**src/rtl/emb_tmr_pkg.sv**
```systemverilog
package emb_tmr_pkg;
  localparam int REG_W = 32;

  typedef enum logic [1:0] {
    SEL_CTRL = 2'd0,
    SEL_STAT = 2'd1,
    SEL_PIT  = 2'd2,
    SEL_NONE = 2'd3
  } wr_sel_e;

  typedef enum logic [1:0] {
    KIND_NONE = 2'd0,
    KIND_CORE = 2'd1,
    KIND_CHIP = 2'd2,
    KIND_SYS  = 2'd3
  } rst_kind_e;

  // control field positions
  localparam int C_WDP_HI  = 31;
  localparam int C_WDP_LO  = 30;
  localparam int C_KIND_HI = 29;
  localparam int C_KIND_LO = 28;
  localparam int C_WDIE    = 27;
  localparam int C_PIE     = 26;
  localparam int C_FP_HI   = 25;
  localparam int C_FP_LO   = 24;
  localparam int C_FIE     = 23;
  localparam int C_ARL     = 22;

  // status field positions
  localparam int S_ARM     = 31;
  localparam int S_WDI     = 30;
  localparam int S_KIND_HI = 29;
  localparam int S_KIND_LO = 28;
  localparam int S_PIS     = 27;
  localparam int S_FIS     = 26;

  localparam int CTRL_LSB  = 22;
  localparam int STAT_LSB  = 26;
endpackage

```
**src/rtl/emb_tmr_taps.sv**
```systemverilog
module emb_tmr_taps #(
  parameter int FIT_BASE = 9,
  parameter int FIT_STEP = 4,
  parameter int WDT_BASE = 17,
  parameter int WDT_STEP = 4
) (
  input  logic       clk,
  input  logic       rst_n,
  input  logic       tick,
  input  logic [1:0] fit_sel,
  input  logic [1:0] wdt_sel,
  output logic       fit_hit,
  output logic       wdt_hit
);
  localparam int FIT_TOP = FIT_BASE + 3 * FIT_STEP;
  localparam int WDT_TOP = WDT_BASE + 3 * WDT_STEP;
  localparam int FREE_W  = (FIT_TOP > WDT_TOP) ? FIT_TOP : WDT_TOP;

  logic [FREE_W-1:0] free_cnt;
  logic [3:0]        fit_lvl;
  logic [3:0]        wdt_lvl;

  always_ff @(posedge clk or negedge rst_n) begin
    if (!rst_n)    free_cnt <= '0;
    else if (tick) free_cnt <= free_cnt + 1'b1;
  end

  // an interval of 2^w ends on the tick that sees the low w bits all ones
  for (genvar g = 0; g < 4; g++) begin : g_tap
    localparam int FW = FIT_BASE + FIT_STEP * g;
    localparam int WW = WDT_BASE + WDT_STEP * g;
    assign fit_lvl[g] = &free_cnt[FW-1:0];
    assign wdt_lvl[g] = &free_cnt[WW-1:0];
  end

  assign fit_hit = tick & fit_lvl[fit_sel];
  assign wdt_hit = tick & wdt_lvl[wdt_sel];

  // hits only come with a tick
  a_r3_hit_needs_tick: assert property (@(posedge clk) disable iff (!rst_n)
    (fit_hit || wdt_hit) |-> tick);
  a_r3_counter_moves_on_tick: assert property (@(posedge clk) disable iff (!rst_n)
    !tick |=> $stable(free_cnt));
endmodule

```
**src/rtl/emb_tmr_pit.sv**
```systemverilog
module emb_tmr_pit #(
  parameter int W = 32
) (
  input  logic         clk,
  input  logic         rst_n,
  input  logic         tick,
  input  logic         load_en,
  input  logic [W-1:0] load_val,
  input  logic         enable,
  input  logic         auto_reload,
  output logic [W-1:0] count,
  output logic         expire
);
  logic [W-1:0] reload_r;
  logic         run_r;
  logic         step;

  assign step   = tick & run_r & enable & ~load_en;
  assign expire = step & (count == W'(1));

  always_ff @(posedge clk or negedge rst_n) begin
    if (!rst_n) begin
      reload_r <= '0;
      count    <= '0;
      run_r    <= 1'b0;
    end else if (load_en) begin
      reload_r <= load_val;
      count    <= load_val;
      run_r    <= (load_val > W'(1));
    end else if (step) begin
      if (count == W'(1)) begin
        count <= auto_reload ? reload_r : '0;
        run_r <= auto_reload;
      end else begin
        count <= count - 1'b1;
      end
    end
  end

  a_r5_hold_without_cause: assert property (@(posedge clk) disable iff (!rst_n)
    (!load_en && !tick) |=> $stable(count));
  a_r5_load_value: assert property (@(posedge clk) disable iff (!rst_n)
    load_en |=> count == $past(load_val));
  a_r6_one_shot_stops: assert property (@(posedge clk) disable iff (!rst_n)
    (expire && !auto_reload) |=> (count == '0) && !run_r);
endmodule

```
**src/rtl/emb_tmr_wdog.sv**
```systemverilog
module emb_tmr_wdog
  import emb_tmr_pkg::*;
(
  input  logic       clk,
  input  logic       rst_n,
  input  logic       hit,
  input  logic       armed,
  input  logic       flagged,
  input  logic [1:0] kind,
  output logic       set_arm,
  output logic       set_flag,
  output logic       fire,
  output logic       rst_core,
  output logic       rst_chip,
  output logic       rst_sys
);
  rst_kind_e kind_e;
  assign kind_e   = rst_kind_e'(kind);
  assign set_arm  = hit & ~armed;
  assign set_flag = hit & armed & ~flagged;
  assign fire     = hit & armed & flagged;

  always_ff @(posedge clk or negedge rst_n) begin
    if (!rst_n) begin
      rst_core <= 1'b0;
      rst_chip <= 1'b0;
      rst_sys  <= 1'b0;
    end else begin
      rst_core <= fire && (kind_e == KIND_CORE);
      rst_chip <= fire && (kind_e == KIND_CHIP);
      rst_sys  <= fire && (kind_e == KIND_SYS);
    end
  end

  a_r9_one_kind: assert property (@(posedge clk) disable iff (!rst_n)
    $onehot0({rst_core, rst_chip, rst_sys}));
  a_r9_single_cycle: assert property (@(posedge clk) disable iff (!rst_n)
    (rst_core || rst_chip || rst_sys) |=> !(rst_core || rst_chip || rst_sys));
  a_r9_needs_both_stages: assert property (@(posedge clk) disable iff (!rst_n)
    $rose(rst_sys) |-> $past(armed && flagged && hit));
endmodule

```
**src/rtl/emb_tmr_unit.sv**
```systemverilog
module emb_tmr_unit
  import emb_tmr_pkg::*;
#(
  parameter int FIT_BASE = 9,
  parameter int FIT_STEP = 4,
  parameter int WDT_BASE = 17,
  parameter int WDT_STEP = 4
) (
  input  logic        clk,
  input  logic        rst_n,
  input  logic        tb_tick,
  input  logic        wr_en,
  input  logic [1:0]  wr_sel,
  input  logic [31:0] wr_data,
  output logic [31:0] tcr_q,
  output logic [31:0] tsr_q,
  output logic [31:0] pit_count,
  output logic        pit_irq,
  output logic        fit_irq,
  output logic        wdt_irq,
  output logic        rst_core_req,
  output logic        rst_chip_req,
  output logic        rst_sys_req
);
  localparam int CTRL_N = REG_W - CTRL_LSB;
  localparam int STAT_N = REG_W - STAT_LSB;

  wr_sel_e sel_e;
  logic [CTRL_N-1:0] ctrl_r;
  logic [STAT_N-1:0] stat_r;
  logic [STAT_N-1:0] stat_n;
  logic [STAT_N-1:0] clr;
  logic wr_ctrl, wr_stat, wr_pit;
  logic fit_hit, wdt_hit, pit_exp;
  logic set_arm, set_flag, fire;

  assign sel_e   = wr_sel_e'(wr_sel);
  assign wr_ctrl = wr_en && (sel_e == SEL_CTRL);
  assign wr_stat = wr_en && (sel_e == SEL_STAT);
  assign wr_pit  = wr_en && (sel_e == SEL_PIT);

  assign tcr_q = {ctrl_r, {CTRL_LSB{1'b0}}};
  assign tsr_q = {stat_r, {STAT_LSB{1'b0}}};

  emb_tmr_taps #(
    .FIT_BASE(FIT_BASE), .FIT_STEP(FIT_STEP),
    .WDT_BASE(WDT_BASE), .WDT_STEP(WDT_STEP)
  ) u_taps (
    .clk     (clk),
    .rst_n   (rst_n),
    .tick    (tb_tick),
    .fit_sel (tcr_q[C_FP_HI:C_FP_LO]),
    .wdt_sel (tcr_q[C_WDP_HI:C_WDP_LO]),
    .fit_hit (fit_hit),
    .wdt_hit (wdt_hit)
  );

  emb_tmr_pit #(.W(REG_W)) u_pit (
    .clk         (clk),
    .rst_n       (rst_n),
    .tick        (tb_tick),
    .load_en     (wr_pit),
    .load_val    (wr_data),
    .enable      (tcr_q[C_PIE]),
    .auto_reload (tcr_q[C_ARL]),
    .count       (pit_count),
    .expire      (pit_exp)
  );

  emb_tmr_wdog u_wdog (
    .clk      (clk),
    .rst_n    (rst_n),
    .hit      (wdt_hit),
    .armed    (tsr_q[S_ARM]),
    .flagged  (tsr_q[S_WDI]),
    .kind     (tcr_q[C_KIND_HI:C_KIND_LO]),
    .set_arm  (set_arm),
    .set_flag (set_flag),
    .fire     (fire),
    .rst_core (rst_core_req),
    .rst_chip (rst_chip_req),
    .rst_sys  (rst_sys_req)
  );

  assign clr = wr_stat ? wr_data[REG_W-1:STAT_LSB] : '0;

  always_comb begin
    stat_n = stat_r & ~clr;
    if (fit_hit)  stat_n[S_FIS - STAT_LSB] = 1'b1;
    if (pit_exp)  stat_n[S_PIS - STAT_LSB] = 1'b1;
    if (set_arm)  stat_n[S_ARM - STAT_LSB] = 1'b1;
    if (set_flag) stat_n[S_WDI - STAT_LSB] = 1'b1;
    if (fire)
      stat_n[S_KIND_HI-STAT_LSB:S_KIND_LO-STAT_LSB] = tcr_q[C_KIND_HI:C_KIND_LO];
  end

  always_ff @(posedge clk or negedge rst_n) begin
    if (!rst_n) begin
      ctrl_r <= '0;
      stat_r <= '0;
    end else begin
      stat_r <= stat_n;
      if (wr_ctrl) ctrl_r <= wr_data[REG_W-1:CTRL_LSB];
    end
  end

  assign fit_irq = tsr_q[S_FIS] & tcr_q[C_FIE];
  assign pit_irq = tsr_q[S_PIS] & tcr_q[C_PIE];
  assign wdt_irq = tsr_q[S_WDI] & tcr_q[C_WDIE];

  a_r1_ctrl_write: assert property (@(posedge clk) disable iff (!rst_n)
    wr_ctrl |=> tcr_q == ($past(wr_data) & 32'hFFC0_0000));
  a_r2_clear_sticks: assert property (@(posedge clk) disable iff (!rst_n)
    (wr_stat && wr_data[S_PIS] && !pit_exp) |=> !tsr_q[S_PIS]);
  a_r8_order: assert property (@(posedge clk) disable iff (!rst_n)
    $rose(tsr_q[S_WDI]) |-> $past(tsr_q[S_ARM]));
  a_r10_ignored: assert property (@(posedge clk) disable iff (!rst_n)
    (wr_en && sel_e == SEL_NONE) |=> $stable(tcr_q));
endmodule

```
**config.mk**
```make
export PLATFORM = sky130hd
export DESIGN_NAME = emb_tmr_unit
export DESIGN_NICKNAME = d
export VERILOG_FILES = /design/src/rtl/emb_tmr_pkg.sv /design/src/rtl/emb_tmr_taps.sv /design/src/rtl/emb_tmr_pit.sv /design/src/rtl/emb_tmr_wdog.sv /design/src/rtl/emb_tmr_unit.sv
export SDC_FILE = /design/constraint.sdc
export NUM_CORES = 1
export LEC_CHECK = 0
export BUFFER_PORTS_ARGS = -buffer_cell sky130_fd_sc_hd__buf_2
export CORE_MARGIN = 5
export CORE_UTILIZATION = 50
export CTS_BUF_LIST = sky130_fd_sc_hd__clkbuf_4
export DETAILED_ROUTE_END_ITERATION = 16
export GPL_TIMING_DRIVEN = 0
export HOLD_SLACK_MARGIN = 0.15
export PLACE_DENSITY = 0.84
export RECOVER_POWER = 100
export SETUP_SLACK_MARGIN = 0.1
export SLEW_MARGIN = 20
export SYNTH_ARGS = -nofsm -noshare
export SYNTH_HDL_FRONTEND = slang
export SYNTH_SLANG_ARGS = --single-unit
```
**constraint.sdc**
```tcl
create_clock -name clk -period 2.8 [get_ports clk]
set_clock_uncertainty 0.05 [all_clocks]
set_input_delay 0.28 -clock clk [delete_from_list [all_inputs] [get_ports clk]]
set_output_delay 0.28 -clock clk [all_outputs]
set_load 0.01 [all_outputs]
```
Word-level counts from Yosys, hierarchy flattened --
Index checks and enable logic that the tools add are counted.
Word-level totals: register bits after elaboration 113, input bits 38, logic and storage cells 71, output and inout bits 102
Cells by class: reductions and logical operators 16, $add $sub $neg 2, magnitude comparators 3, bitwise logic cells 18, eq/ne operators 6, muxes and demuxes 17
Operators by type and width (number):
- 32-bit 2-to-1 mux | 4
- 32-bit by 1-bit equality test with 1-bit output (second input constant) | 1
- 32-bit by 1-bit greater-than comparator with 1-bit output (second input constant) | 1
- 32-bit by 1-bit subtractor with 32-bit output (second input constant) | 1
- 29-bit by 1-bit adder with 29-bit output (second input constant) | 1
- 29-bit AND reduction | 1
- 25-bit AND reduction | 1
- 21-bit AND reduction | 1
- 17-bit AND reduction | 1
- 1-bit AND | 13
- 13-bit AND reduction | 1
- 1-bit 2-to-1 mux | 9
- 9-bit AND reduction | 1
- 6-bit AND | 1
- 2-bit equality test (second input constant) | 3
- 1-bit logical AND | 6
- 2-bit by 3-bit less-than comparator with 1-bit output (second input constant) | 2
- 6-bit 2-to-1 mux | 1
- 6-bit inverter | 1
- 1-bit binary-select mux with 2-bit select | 2
- 2-bit by 1-bit equality test with 1-bit output (second input constant) | 2
- 2-bit nonzero test | 2
- 1-bit inverter | 3
- 2-bit logical NOT | 1
- 2 further kinds | 2

Logic depth before layout (Yosys ltp) --
Gate-level depths: netlist of the first run.
depth after elaboration 7, depth in mapped cells 10, gate-level depth less buffers 10

By module --
A second synthesis of the first run with hierarchy kept.
Unflattened totals: cells, all modules 594, area total of the unflattened synthesis 6209.7 um2
By module, submodules not included:
- emb_tmr_pit | sequential area each 1626.6 um2, cells an instance 350, area an instance 3606.0 um2, instances 1
- emb_tmr_taps | sequential area each 725.7 um2, cells an instance 132, area an instance 1430.1 um2, instances 1
- emb_tmr_unit | sequential area each 400.4 um2, cells an instance 100, area an instance 1034.7 um2, instances 1
- emb_tmr_wdog | sequential area each 75.1 um2, cells an instance 12, area an instance 138.9 um2, instances 1

Least setup slack after synthesis of the first run --
Ideal clock, no wire load.
kind register -> register, start register u_pit.count[8], end register u_pit.count[30], buffers on the path 2, slack 413 ps, cell stages (with the launch flop) 9, arrival time 2210 ps, clock period less this slack 2387 ps, required time 2622 ps, library setup time 128 ps, cells stage by stage dfrtp_1 > buf_6 > or4_4 > nor4_4 > and3_4 > nor2_4 > buf_6 > a222oi_1 > nand2_1
Between the ends: word-level cells in the longest chain between the ends 4, elaborated cells between the ends (all ways) 5, classes of those cells add/sub (1); eq/ne (1); mux (3)
Ends and longest elaborated chain:
- start: declaration | RTL line emb_tmr_pit.sv:11 | output logic [W-1:0] count,
- start signal: assignment | RTL line emb_tmr_pit.sv:28 | count <= load_val;
- start signal: assignment | RTL line emb_tmr_pit.sv:32 | count <= auto_reload ? reload_r : '0;
- start signal: assignment | RTL line emb_tmr_pit.sv:35 | count <= count - 1'b1;
- 32-bit by 1-bit subtractor with 32-bit output / 32-bit by 1-bit equality test with 1-bit output (equally long branches) | RTL line emb_tmr_pit.sv:35, emb_tmr_pit.sv:31
- 32-bit 2-to-1 mux * | RTL line emb_tmr_pit.sv:31 | if (count == W'(1)) begin
- 32-bit 2-to-1 mux * | RTL line emb_tmr_pit.sv:30 | end else if (step) begin
- 32-bit 2-to-1 mux * | RTL line emb_tmr_pit.sv:26 | end else if (load_en) begin
Every way passes the cells marked *; elsewhere a longest branch is shown, timed or not. The select of a mux whose other input is x is not followed. A chain may end at the register's enable or synchronous reset.

Worst setup path after layout of the first run --
start register u_pit.count[1], end register u_pit.count[15]
The elaborated chain is that of the path after synthesis.

==> impl_results.md, run 1 <==
- Status: completed
- Synthesized area per cell: 9.147 um^2
- Die Ht: 120.5 um
- Area share of the largest cell type after synthesis: 0.4635
- Area overhead of the layout relative to synthesis: 26.62%
- Kind of critical path: reg2reg
- Final critical-path share of the clock period: 0.9476
- Endpoint arrival time on the critical path: 3.04 ns
- Post-placement cell count: 953
- X dimension of the die: 120.5 um
- Global routing usage summed across all routing layers: 0.2529
- Vias post-DR: 5946
- Top FF cell, synth: sky130_fd_sc_hd__dfrtp_1
- Highest fanout seen on the critical path: 6
- Number of DRC violations after detailed routing: 0
- Leakage power total: 3.643 nW
- Clock edge transition at the registers on the reported setup and hold paths: 0.11 ns
- Starting density of the core: 0.5079
- Required time of the worst setup path: 3.19 ns
- Gate count after technology mapping: 667
- Internal power contribution: 3.393 mW
- Worst slew margin: 0.05759
- TritonCTS clock tree: done
- Wire length of the first global-routing pass: 28560 um
- Largest family of logic cells by synthesized area: simple AND/OR/NAND/NOR gates
- Total detailed-routing wirelength: 18540 um
- Adder-cell area share of the yosys netlist: 0.01025
- Pre-antenna DRT Iters: 8
- Switch Pwr: 2.121 mW
- Number of DRC violations after detailed-routing iteration 0: 680
- # nets final: 916
- Async S/R FF share, synth: 1.000
- Average via count per standard cell: 5.756
- Register bit count reported by yosys: 113
- Power, Total: 5.513 mW
- Number of warnings printed during yosys synthesis: 0
- Final count of negative-setup-slack endpoints: 0
- Path type of the worst min-delay path: in2reg
- Area fraction in compound gates after synthesis: 0.1093
- Fraction of power spent switching nets: 0.3846
- Top-count cell post-synth: sky130_fd_sc_hd__nand2_1
- CTS Buf Count: 17
- Number of flops mapped to enable cells by yosys: 0
- Routed wirelength normalized by instance count: 17.95 um
- # rows: 40
- Number of distinct library cells after synthesis: 60
- Pin count of the biggest net entering global routing: 60
- Power share of the clock group: 0.249
- CP cell instances: inv_2 -> ha_4 -> or4b_4 -> nor4_4 -> and3_4 -> nor2_4 -> buf_8 -> a222oi_1 -> nand2_1
- Share of final-layout standard cells stronger than drive strength 1: 0.1998
- Number of buffer cells added on primary ports: 91
- Xor/xnor cell area share of the yosys netlist: 0.05742
- Cell Pwr Density: 713.7 mW/mm^2
- Maximum operating frequency: 0.3769 GHz
- Setup repair after global routing missed its margin: true
- Combined area of all synthesized cells: 0.006101 mm^2
- Synth Area in Simple Gates: 0.2512
- Worst-Skew Late Latency: 0.55 ns
- Initial antenna violation count: 0
- Vias in the first global route: 5511
- Number of clock sinks seen by CTS: 113
- Count of inserted antenna diode cells: 0
- Count of antenna-violating nets left after detailed routing: 0
- CTS HTree Levels: 4
- Placeable core area: 0.01201 mm^2
- Max-Cap Viols: 0
- Worst-path cell with the longest stage delay: sky130_fd_sc_hd__or4b_4
- Count of final max-slew check failures: 0
- Ports placed on the boundary: 140
- Final design instance area without fill: 0.007725 mm^2
- Clock Path Buffers: 2
- Portion of netlist area occupied by mux cells: 0.02030
- Placed wire-length estimate: 12750 um
- Sort of element at the start of the critical path: flip-flop
- Sequential share of the synthesized area: 0.4635
- Buffer cell driving the clock tree root: sky130_fd_sc_hd__clkbuf_4
- Max stage delay on crit path: 0.48 ns
- Post-route insts no fill: 1033
- Core occupancy in the finished layout: 0.6431
- Final critical path time including I/O delays and setup: 2.653 ns
- Part of the power in registers: 0.442
- Setup crit end kind: flip-flop
- Final estimated routing congestion in global placement: 0.9800
- Top cell type by total area after synthesis: sky130_fd_sc_hd__dfrtp_1
- Biggest area contributors in the synthesized netlist: sky130_fd_sc_hd__dfrtp_1 (46%), sky130_fd_sc_hd__nand2_1 (10%), sky130_fd_sc_hd__buf_4 (6.5%)
- Commonest cells in the netlist: sky130_fd_sc_hd__nand2_1 (164), sky130_fd_sc_hd__dfrtp_1 (113), sky130_fd_sc_hd__buf_4 (53)
- Least-Margin Pin Slew: 1.414 ns
- Count of filler cells inserted in the layout: 995
- Dpl cell area: 0.006950 mm^2
- Combinational Power Share: 0.309
- Area of the die: 0.01451 mm^2
- IR Drop Worst-Case VDD: 0.5315 mV
- GRT Residual Overflow: 0
- Hold Vio Cnt, Final: 0
==> layout by cell type (no fill, tap or decap), types with 8 or more instances in the layout <==
| cell type | n |
|---|---|
| sky130_fd_sc_hd__nand2_1 | 164 |
| sky130_fd_sc_hd__dfrtp_1 | 112 |
| sky130_fd_sc_hd__clkbuf_1 | 71 |
| sky130_fd_sc_hd__buf_4 | 59 |
| sky130_fd_sc_hd__conb_1 | 48 |
| sky130_fd_sc_hd__buf_2 | 42 |
| sky130_fd_sc_hd__dlygate4sd3_1 | 35 |
| sky130_fd_sc_hd__nor2_1 | 30 |
| sky130_fd_sc_hd__o21ai_0 | 27 |
| sky130_fd_sc_hd__clkbuf_4 | 23 |
| sky130_fd_sc_hd__xnor2_1 | 21 |
| sky130_fd_sc_hd__nand3_1 | 20 |
| sky130_fd_sc_hd__nor4_1 | 20 |
| sky130_fd_sc_hd__xor2_1 | 19 |
| sky130_fd_sc_hd__nor3_1 | 17 |
| sky130_fd_sc_hd__nand4_1 | 14 |
| sky130_fd_sc_hd__mux2_2 | 11 |
| sky130_fd_sc_hd__a22oi_1 | 10 |
| sky130_fd_sc_hd__and3_1 | 9 |
| sky130_fd_sc_hd__a31oi_1 | 9 |
| sky130_fd_sc_hd__a221o_1 | 8 |
| sky130_fd_sc_hd__clkinvlp_4 | 8 |
==> power groups by stage <==
stage               sequential (mW)  clock, mW  combinational, mW
floorplan                      2.39          0              0.943
global placement               2.39          0               1.53
detailed placement             2.41          0               1.57
CTS                            2.39       1.38               1.63
global route                   2.48       1.47               1.85
finish                         2.44       1.37               1.70
==> cells by family (layout without fill, tap and decap cells) <==
family	count (synthesis)	count (layout)
AO/OA/AOI/OAI	94	94
adder cells (fa/ha/maj)	5	5
AND/OR/NAND/NOR	319	319
flip-flops	113	113
multiplexers	11	11
other	1	48
buffers and inverters	84	256
XOR/XNOR	40	40
==> state kept, by name (all words and copies together), names as in the netlist <==
register,count
u_wdog.rst_core,1
u_wdog.rst_sys,1
u_pit.reload_r,32
ctrl_r,10
u_pit.count,32
u_taps.free_cnt,29
u_wdog.rst_chip,1
stat_r,6
u_pit.run_r,1
==> worst max-delay path: cells and delay by family (launching register included) <==
| family | cells | cell delay [ns] |
|---|---|---|
| AO/OA/AOI/OAI | 1 | 0.31 |
| adder cells (fa/ha/maj) | 1 | 0.12 |
| buffers and inverters | 2 | 0.28 |
| flip-flops | 1 | 0.47 |
| AND/OR/NAND/NOR | 5 | 1.30 |
==> routing by layer <==
metal / routed length (um) / track usage / vias up
li1: - / - / 2685
met2: 8637 / 0.3898 / 383
met4: 758 / 0.1190 / 0
met5: 0 / 0 / -
met3: 1883 / 0.07390 / 81
met1: 7263 / 0.3287 / 2797
==> metrics by stage <==
step / setup slack, ns / TNS (ns) / hold slack, ns
floorplan: 0.4127 / 0 / -0.06559
global placement: -0.1524 / -0.9232 / 0.3919
detailed placement: -0.1348 / -0.7277 / 0.2398
CTS: 0.1112 / 0 / 0.1581
global route: 0.04932 / 0 / 0.1904
finish: 0.1468 / 0 / 0.1956
==> layout make-up <==
type,count,area [um^2],area share
Tap cell,147,183.9,0.02381
Clock buffer,17,127.6,0.01652
Buffer,79,526.8,0.06819
Multi-Input combinational cell,517,2993,0.3874
Sequential cell,113,2829,0.3662
Timing Repair Buffer,140,853.3,0.1105
Inverter,5,18.77,0.002430
Clock inverter,15,192.7,0.02494
==> path summary, 6_finish.rpt <==
path / startpoint / to / slack (ns) / depth (start not counted)
min in group asynchronous: rst_n / u_taps.free_cnt[7] / 0.54 / 2
max reg2reg: u_pit.count[1] / u_pit.count[15] / 0.15 / 9
min reg2reg: u_taps.free_cnt[23] / u_taps.free_cnt[23] / 0.41 / 1
max in group asynchronous: rst_n / u_pit.reload_r[27] / 0.59 / 3
max: u_pit.count[1] / u_pit.count[15] / 0.15 / 9
min: tb_tick / u_taps.free_cnt[17] / 0.20 / 5
==> what timing repair did <==
action / in CTS / in global routing
buffers inserted: 1 / 11
gates cloned: 0 / 1
gates resized for setup: 3 / 24
endpoints found under the setup margin: 18 / 34
endpoints found under the hold margin: 194 / 0
hold buffers: 35 / 0
pin swaps: 1 / 7
No activity file was read; power rests on OpenSTA's default activity.
==> inputs of run 2 (changes only) <==
--- a/config.mk
+++ b/config.mk
@@ -6,14 +6,13 @@
 export NUM_CORES = 1
 export LEC_CHECK = 0
 export BUFFER_PORTS_ARGS = -buffer_cell sky130_fd_sc_hd__buf_2
-export CORE_MARGIN = 5
 export CORE_UTILIZATION = 50
 export CTS_BUF_LIST = sky130_fd_sc_hd__clkbuf_4
 export DETAILED_ROUTE_END_ITERATION = 16
 export GPL_TIMING_DRIVEN = 0
 export HOLD_SLACK_MARGIN = 0.15
-export PLACE_DENSITY = 0.84
-export RECOVER_POWER = 100
+export PLACE_DENSITY = 0.86
+export RECOVER_POWER = 50
 export SETUP_SLACK_MARGIN = 0.1
 export SLEW_MARGIN = 20
 export SYNTH_ARGS = -nofsm -noshare
==> run 2 against run 1 <==
Effect of this change: sequential share of layout area increased by 0.20 points; worst setup slack worse by 0.015 ns; flip-flop and latch count is the same; final area is 0.50% lower; critical path type unchanged; critical path depth decreased by 2; first-iteration DRC count up 10%; core utilization is 1.6 points higher; combinational power about the same; via count is 1.2% lower; routed wire length down 2.8%; non-clock buffer count decreased by 7.
==> impl_results.md, run 2 (same netlist as run 1, synthesis figures left out) <==
- Ports placed on the boundary: 140
- Post-route insts no fill: 1022
- Number of DRC violations after detailed routing: 0
- Path type of the worst min-delay path: in2reg
- Kind of critical path: reg2reg
- Met2 demand-to-capacity share in global routing: 0.4580
- # nets final: 909
- Share of final-layout standard cells stronger than drive strength 1: 0.2344
- Status: completed
- Sort of element at the start of the critical path: flip-flop
- Highest fanout seen on the critical path: 8
- Top Family by Delay on Critical Path: simple AND/OR/NAND/NOR gates
- Average via count per standard cell: 5.747
- Setup repair after global routing missed its margin: true
- CTS HTree Levels: 4
- Power share of the clock group: 0.254
- Least-Margin Pin Slew: 1.297 ns
- Part of the power in registers: 0.439
- Final critical path time including I/O delays and setup: 2.668 ns
- GRT Residual Overflow: 0
- Dpl cell area: 0.006945 mm^2
- Final estimated routing congestion in global placement: 0.9985
- Vias post-DR: 5873
- Placeable core area: 0.01166 mm^2
- Post-placement cell count: 949
- IR Drop Worst-Case VDD: 0.4406 mV
- Number of buffer cells added on primary ports: 91
- Count of filler cells inserted in the layout: 939
- Global routing met1 resource utilization: 0.3915
- Total detailed-routing wirelength: 18030 um
- Critical path's most frequent cell: sky130_fd_sc_hd__nand2_1
- Max-Cap Viols: 0
- Buffer cell driving the clock tree root: sky130_fd_sc_hd__clkbuf_4
- Area of the die: 0.01265 mm^2
- Die Ht: 112.5 um
- TritonCTS clock tree: done
- Pin count of the biggest net entering global routing: 61
- Worst-Skew Late Latency: 0.54 ns
- Switch Pwr: 2.142 mW
- Global routing usage summed across all routing layers: 0.2962
- Combinational Power Share: 0.306
- Count of buffer and inverter cells on the critical path: 1
- Max stage delay on crit path: 0.61 ns
- Core occupancy in the finished layout: 0.6590
- GR Util met3: 0.07775
- Initial antenna violation count: 0
- Routed wirelength normalized by instance count: 17.64 um
- Final critical-path share of the clock period: 0.9529
- Hold Vio Cnt, Final: 0
- Worst-path cell with the longest stage delay: sky130_fd_sc_hd__or4_1
- Starting density of the core: 0.5231
- Commonest non-fill, non-tap cell in the layout: sky130_fd_sc_hd__nand2_1
- Count of inserted antenna diode cells: 0
- Number of DRC violations after detailed-routing iteration 0: 750
- Pre-antenna DRT Iters: 6
- Cell Pwr Density: 714.1 mW/mm^2
- Endpoint arrival time on the critical path: 3.04 ns
- Setup crit end kind: flip-flop
- X dimension of the die: 112.5 um
- Internal power contribution: 3.346 mW
- CP cell instances: buf_2 -> or4_1 -> nor4b_2 -> nand2_1 -> xnor2_1 -> a222oi_1 -> nand2_1
- Maximum operating frequency: 0.3748 GHz
- Final design instance area without fill: 0.007686 mm^2
- Count of antenna-violating nets left after detailed routing: 0
- Leakage power total: 3.752 nW
- Wire length of the first global-routing pass: 28550 um
- Required time of the worst setup path: 3.18 ns
- Count of final max-slew check failures: 0
- Vias in the first global route: 5465
- Layer with the highest usage: met2
- Number of clock sinks seen by CTS: 113
- Final count of negative-setup-slack endpoints: 0
- Fraction of power spent switching nets: 0.3903
- Top flop regs: u_pit.count (32), u_pit.reload_r (32), u_taps.free_cnt (29)
- Clock Path Buffers: 2
- Area overhead of the layout relative to synthesis: 25.98%
- Worst slew margin: 0.1356
- CTS Buf Count: 17
- Clock edge transition at the registers on the reported setup and hold paths: 0.12 ns
- Most frequent cells in the layout: sky130_fd_sc_hd__nand2_1 (164), sky130_fd_sc_hd__dfrtp_1 (111), sky130_fd_sc_hd__buf_2 (75)
- Placed wire-length estimate: 12290 um
- # rows: 39
## run 2: final timing paths
check	endpoint	cells after the start	slack [ns]	startpoint
worst min register to register	u_taps.free_cnt[23]	1	0.43	u_taps.free_cnt[23]
worst max register to register	u_pit.count[15]	7	0.13	u_pit.count[2]
max in group asynchronous	u_pit.count[0]	3	0.54	rst_n
worst max-delay path	u_pit.count[15]	7	0.13	u_pit.count[2]
min in group asynchronous	stat_r[4]	2	0.52	rst_n
worst min-delay path	u_taps.free_cnt[17]	5	0.20	tb_tick
## run 2: tightest hold or removal path, stage by stage
cell	delay (ns)
sky130_fd_sc_hd__buf_2	0.14
sky130_fd_sc_hd__nand3_1	0.10
sky130_fd_sc_hd__nor3_1	0.08
sky130_fd_sc_hd__nand2_1	0.08
sky130_fd_sc_hd__xnor2_1	0.07
## run 2: metal layers
metal	vias up	share of wire
met2	374	0.47
li1	2661	-
met3	74	0.093
met5	-	0
met1	2764	0.40
met4	0	0.038
## run 2: timing repair
action	CTS	global route
endpoints found under the hold margin	192	0
hold buffers	35	0
gates resized for setup	4	14
setup endpoints to repair	22	32
setup buffers	1	5
pin swaps	1	3
## run 2: through the flow
stage                     setup TNS, ns  worst slack [ns]  total power, mW  hold WS (ns)
after detailed placement        -0.9060           -0.1251            3.962        0.2220
after CTS                             0           0.03625            5.410        0.1824
after global placement          -0.4814           -0.1030            3.913        0.3923
after global routing                  0           0.03086            5.790        0.2003
final                                 0            0.1318            5.488        0.1981
after floorplan                       0            0.4127            3.336      -0.06559
## run 2: area by class of cell
| type | count | area, um^2 | share of cell area |
|---|---|---|---|
| timing repair buffer | 133 | 837.1 | 0.1089 |
| multi-input combinational | 517 | 2975 | 0.3871 |
| buffer | 79 | 520.5 | 0.06772 |
| clock buffer | 17 | 127.6 | 0.01660 |
| sequential | 113 | 2830 | 0.3682 |
| tap | 143 | 178.9 | 0.02328 |
| clock inverter | 15 | 197.7 | 0.02572 |
| inverter | 5 | 18.77 | 0.002442 |
## run 2: power groups by stage
stage                     clock network, mW  registers, mW  logic (mW)
after floorplan                           0           2.39       0.943
after global placement                    0           2.40        1.52
after detailed placement                  0           2.40        1.56
after CTS                              1.41           2.38        1.62
after global routing                   1.50           2.46        1.83
final                                  1.39           2.41        1.68
==> inputs of run 3 (changes only) <==
--- a/config.mk
+++ b/config.mk
@@ -14,7 +14,6 @@
 export PLACE_DENSITY = 0.86
 export RECOVER_POWER = 50
 export SETUP_SLACK_MARGIN = 0.1
-export SLEW_MARGIN = 20
 export SYNTH_ARGS = -nofsm -noshare
 export SYNTH_HDL_FRONTEND = slang
 export SYNTH_SLANG_ARGS = --single-unit
==> constraint.sdc (replaced) <==
create_clock -name clk -period 2.8 [get_ports clk]
set_clock_uncertainty 0.05 [all_clocks]
set_input_delay 0.28 -clock clk [delete_from_list [all_inputs] [get_ports clk]]
set_output_delay 0.28 -clock clk [all_outputs]
set_load 0.005 [all_outputs]
==> run 3 against run 2 <==
Effect of this change: maximum frequency shrank 1.7%; via count grew 0.97%; flip-flop and latch count is the same; final area grew 0.18%; core utilization grew 0.12 points; routed wire length grew 0.85%; clock-buffer cell count is the same; non-clock buffer count is the same; first-iteration DRC count shrank 2.0%; worst setup slack lost 0.047 ns; clock power is essentially flat; critical path type unchanged; largest cell class unchanged; highest routed layer unchanged.
==> impl_results.md, run 3 (same netlist as run 1, synthesis figures left out) <==
- Power share of the clock group: 0.258
- Clock Path Buffers: 2
- Capture instance of the worst register-to-register path: u_pit.count[15]
- Commonest non-fill, non-tap cell in the layout: sky130_fd_sc_hd__nand2_1
- Post-route insts no fill: 1022
- Highest fanout seen on the critical path: 8
- Initial antenna violation count: 0
- Fraction of power spent switching nets: 0.3795
- Area of the die: 0.01265 mm^2
- # nets final: 909
- Depth of the worst register-to-register path: 7
- Routed wirelength normalized by instance count: 17.79 um
- Dpl cell area: 0.006942 mm^2
- Maximum operating frequency: 0.3683 GHz
- Final estimated routing congestion in global placement: 0.9985
- Fin Hold WS: 0.2026 ns
- Worst slew margin: 0.1423
- Cell Pwr Density: 701.8 mW/mm^2
- Number of DRC violations after detailed routing: 0
- Average via count per standard cell: 5.802
- Endpoint arrival time on the critical path: 3.08 ns
- Post-placement cell count: 949
- Top flop regs: u_pit.count (32), u_pit.reload_r (32), u_taps.free_cnt (29)
- Status: completed
- Worst setup startpoint: u_pit.count[2]
- CTS HTree Levels: 4
- Path type of the worst min-delay path: in2reg
- Clock edge transition at the registers on the reported setup and hold paths: 0.12 ns
- IR Drop Worst-Case VDD: 0.4334 mV
- Max-Cap Viols: 0
- Least-Margin Pin Slew: 1.287 ns
- Wire length of the first global-routing pass: 28570 um
- Count of inserted antenna diode cells: 0
- Final critical path time including I/O delays and setup: 2.715 ns
- Number of clock sinks seen by CTS: 113
- Starting density of the core: 0.5231
- Total detailed-routing wirelength: 18180 um
- Pre-antenna DRT Iters: 6
- Ports placed on the boundary: 140
- Leakage power total: 3.791 nW
- # rows: 39
- Global routing usage summed across all routing layers: 0.2965
- Switch Pwr: 2.051 mW
- Part of the power in registers: 0.447
- Worst r2r src: u_pit.count[2]
- Post-Route Setup TNS: 0 ns
- Placed wire-length estimate: 12290 um
- Number of buffer cells added on primary ports: 91
- TritonCTS clock tree: done
- Count of final max-slew check failures: 0
- Vias in the first global route: 5471
- Combinational Power Share: 0.295
- Sort of element at the start of the critical path: flip-flop
- CTS Buf Count: 17
- Count of filler cells inserted in the layout: 931
- Count of antenna-violating nets left after detailed routing: 0
- Worst-Skew Late Latency: 0.53 ns
- Most frequent cells in the layout: sky130_fd_sc_hd__nand2_1 (164), sky130_fd_sc_hd__dfrtp_1 (111), sky130_fd_sc_hd__buf_2 (86)
- Pin count of the biggest net entering global routing: 61
- Internal power contribution: 3.353 mW
- Required time of the worst setup path: 3.17 ns
- Final critical-path share of the clock period: 0.9696
- Number of DRC violations after detailed-routing iteration 0: 735
- Area overhead of the layout relative to synthesis: 26.21%
- Setup repair after global routing missed its margin: true
- Worst setup path endpoint: u_pit.count[15]
- Final design instance area without fill: 0.007700 mm^2
- Vias post-DR: 5930
- Placeable core area: 0.01166 mm^2
- Share of final-layout standard cells stronger than drive strength 1: 0.2469
- Kind of critical path: reg2reg
- GRT Residual Overflow: 0
- Setup crit end kind: flip-flop
- Final count of negative-setup-slack endpoints: 0
- Min setup slack post-route: 0.08505 ns
- Hold Vio Cnt, Final: 0
- X dimension of the die: 112.5 um
- FF-to-FF setup slack: 0.09 ns
- Worst-case setup slack after placement: -0.1251 ns
- Die Ht: 112.5 um
- Buffer cell driving the clock tree root: sky130_fd_sc_hd__clkbuf_4
-- run 3: critical path: stages, from the launching register on --
cell and delay [ns]:
sky130_fd_sc_hd__dfrtp_1 0.39, sky130_fd_sc_hd__buf_2 0.18, sky130_fd_sc_hd__or4_1 0.61, sky130_fd_sc_hd__nor4b_2 0.61, sky130_fd_sc_hd__nand2_1 0.20, sky130_fd_sc_hd__xnor2_1 0.17
sky130_fd_sc_hd__a222oi_1 0.32, sky130_fd_sc_hd__nand2_1 0.08
-- run 3: final cells by class --
cell class	count	area [um^2]	share of cell area
Timing Repair Buffer	133	850.8	0.1105
Inverter	5	18.77	0.002437
Multi-Input combinational cell	517	2975	0.3864
Clock inverter	15	197.7	0.02567
Tap cell	143	178.9	0.02324
Clock buffer	17	127.6	0.01657
Sequential cell	113	2830	0.3676
Buffer	79	520.5	0.06760
-- run 3: worst min-delay path by stage --
stage,from,to,cells after the start
2_1_floorplan,rst_n,ctrl_r[0],0
3_3_place_gp,u_pit.reload_r[17],u_pit.reload_r[17],2
3_5_place_dp,rst_n,u_taps.free_cnt[5],1
4_1_cts,tb_tick,u_taps.free_cnt[17],5
5_1_grt,tb_tick,u_taps.free_cnt[17],5
6_report,tb_tick,u_taps.free_cnt[17],5
-- run 3: timing repair --
item,in CTS,in global routing
pin swaps,1,3
hold buffers,35,0
gates resized for setup,4,14
buffers inserted,1,5
endpoints found under the setup margin,22,32
endpoints found under the hold margin,132,0
-- run 3: stage by stage --
step | utilization | total power [mW]
final | 0.6602 | 5.404
after detailed placement | 0.5952 | 3.856
after global routing | 0.6602 | 5.696
after floorplan | - | 3.236
after CTS | 0.6559 | 5.304
after global placement | 0.5926 | 3.808
-- run 3: metal layers --
metal  vias up  global-route usage  wire length (um)
met5         -                   0                 0
met4         0              0.1360               636
met2       388              0.4588              8616
li1       2657                   -                 -
met3        71             0.07775              1724
met1      2814              0.3915              7206
-- run 3: power groups by stage --
stage	Clock (mW)	Sequential (mW)	Combinational, mW
after floorplan	0	2.32	0.917
after global placement	0	2.40	1.41
after detailed placement	0	2.40	1.45
after CTS	1.41	2.38	1.51
after global routing	1.50	2.46	1.74
final	1.40	2.41	1.59
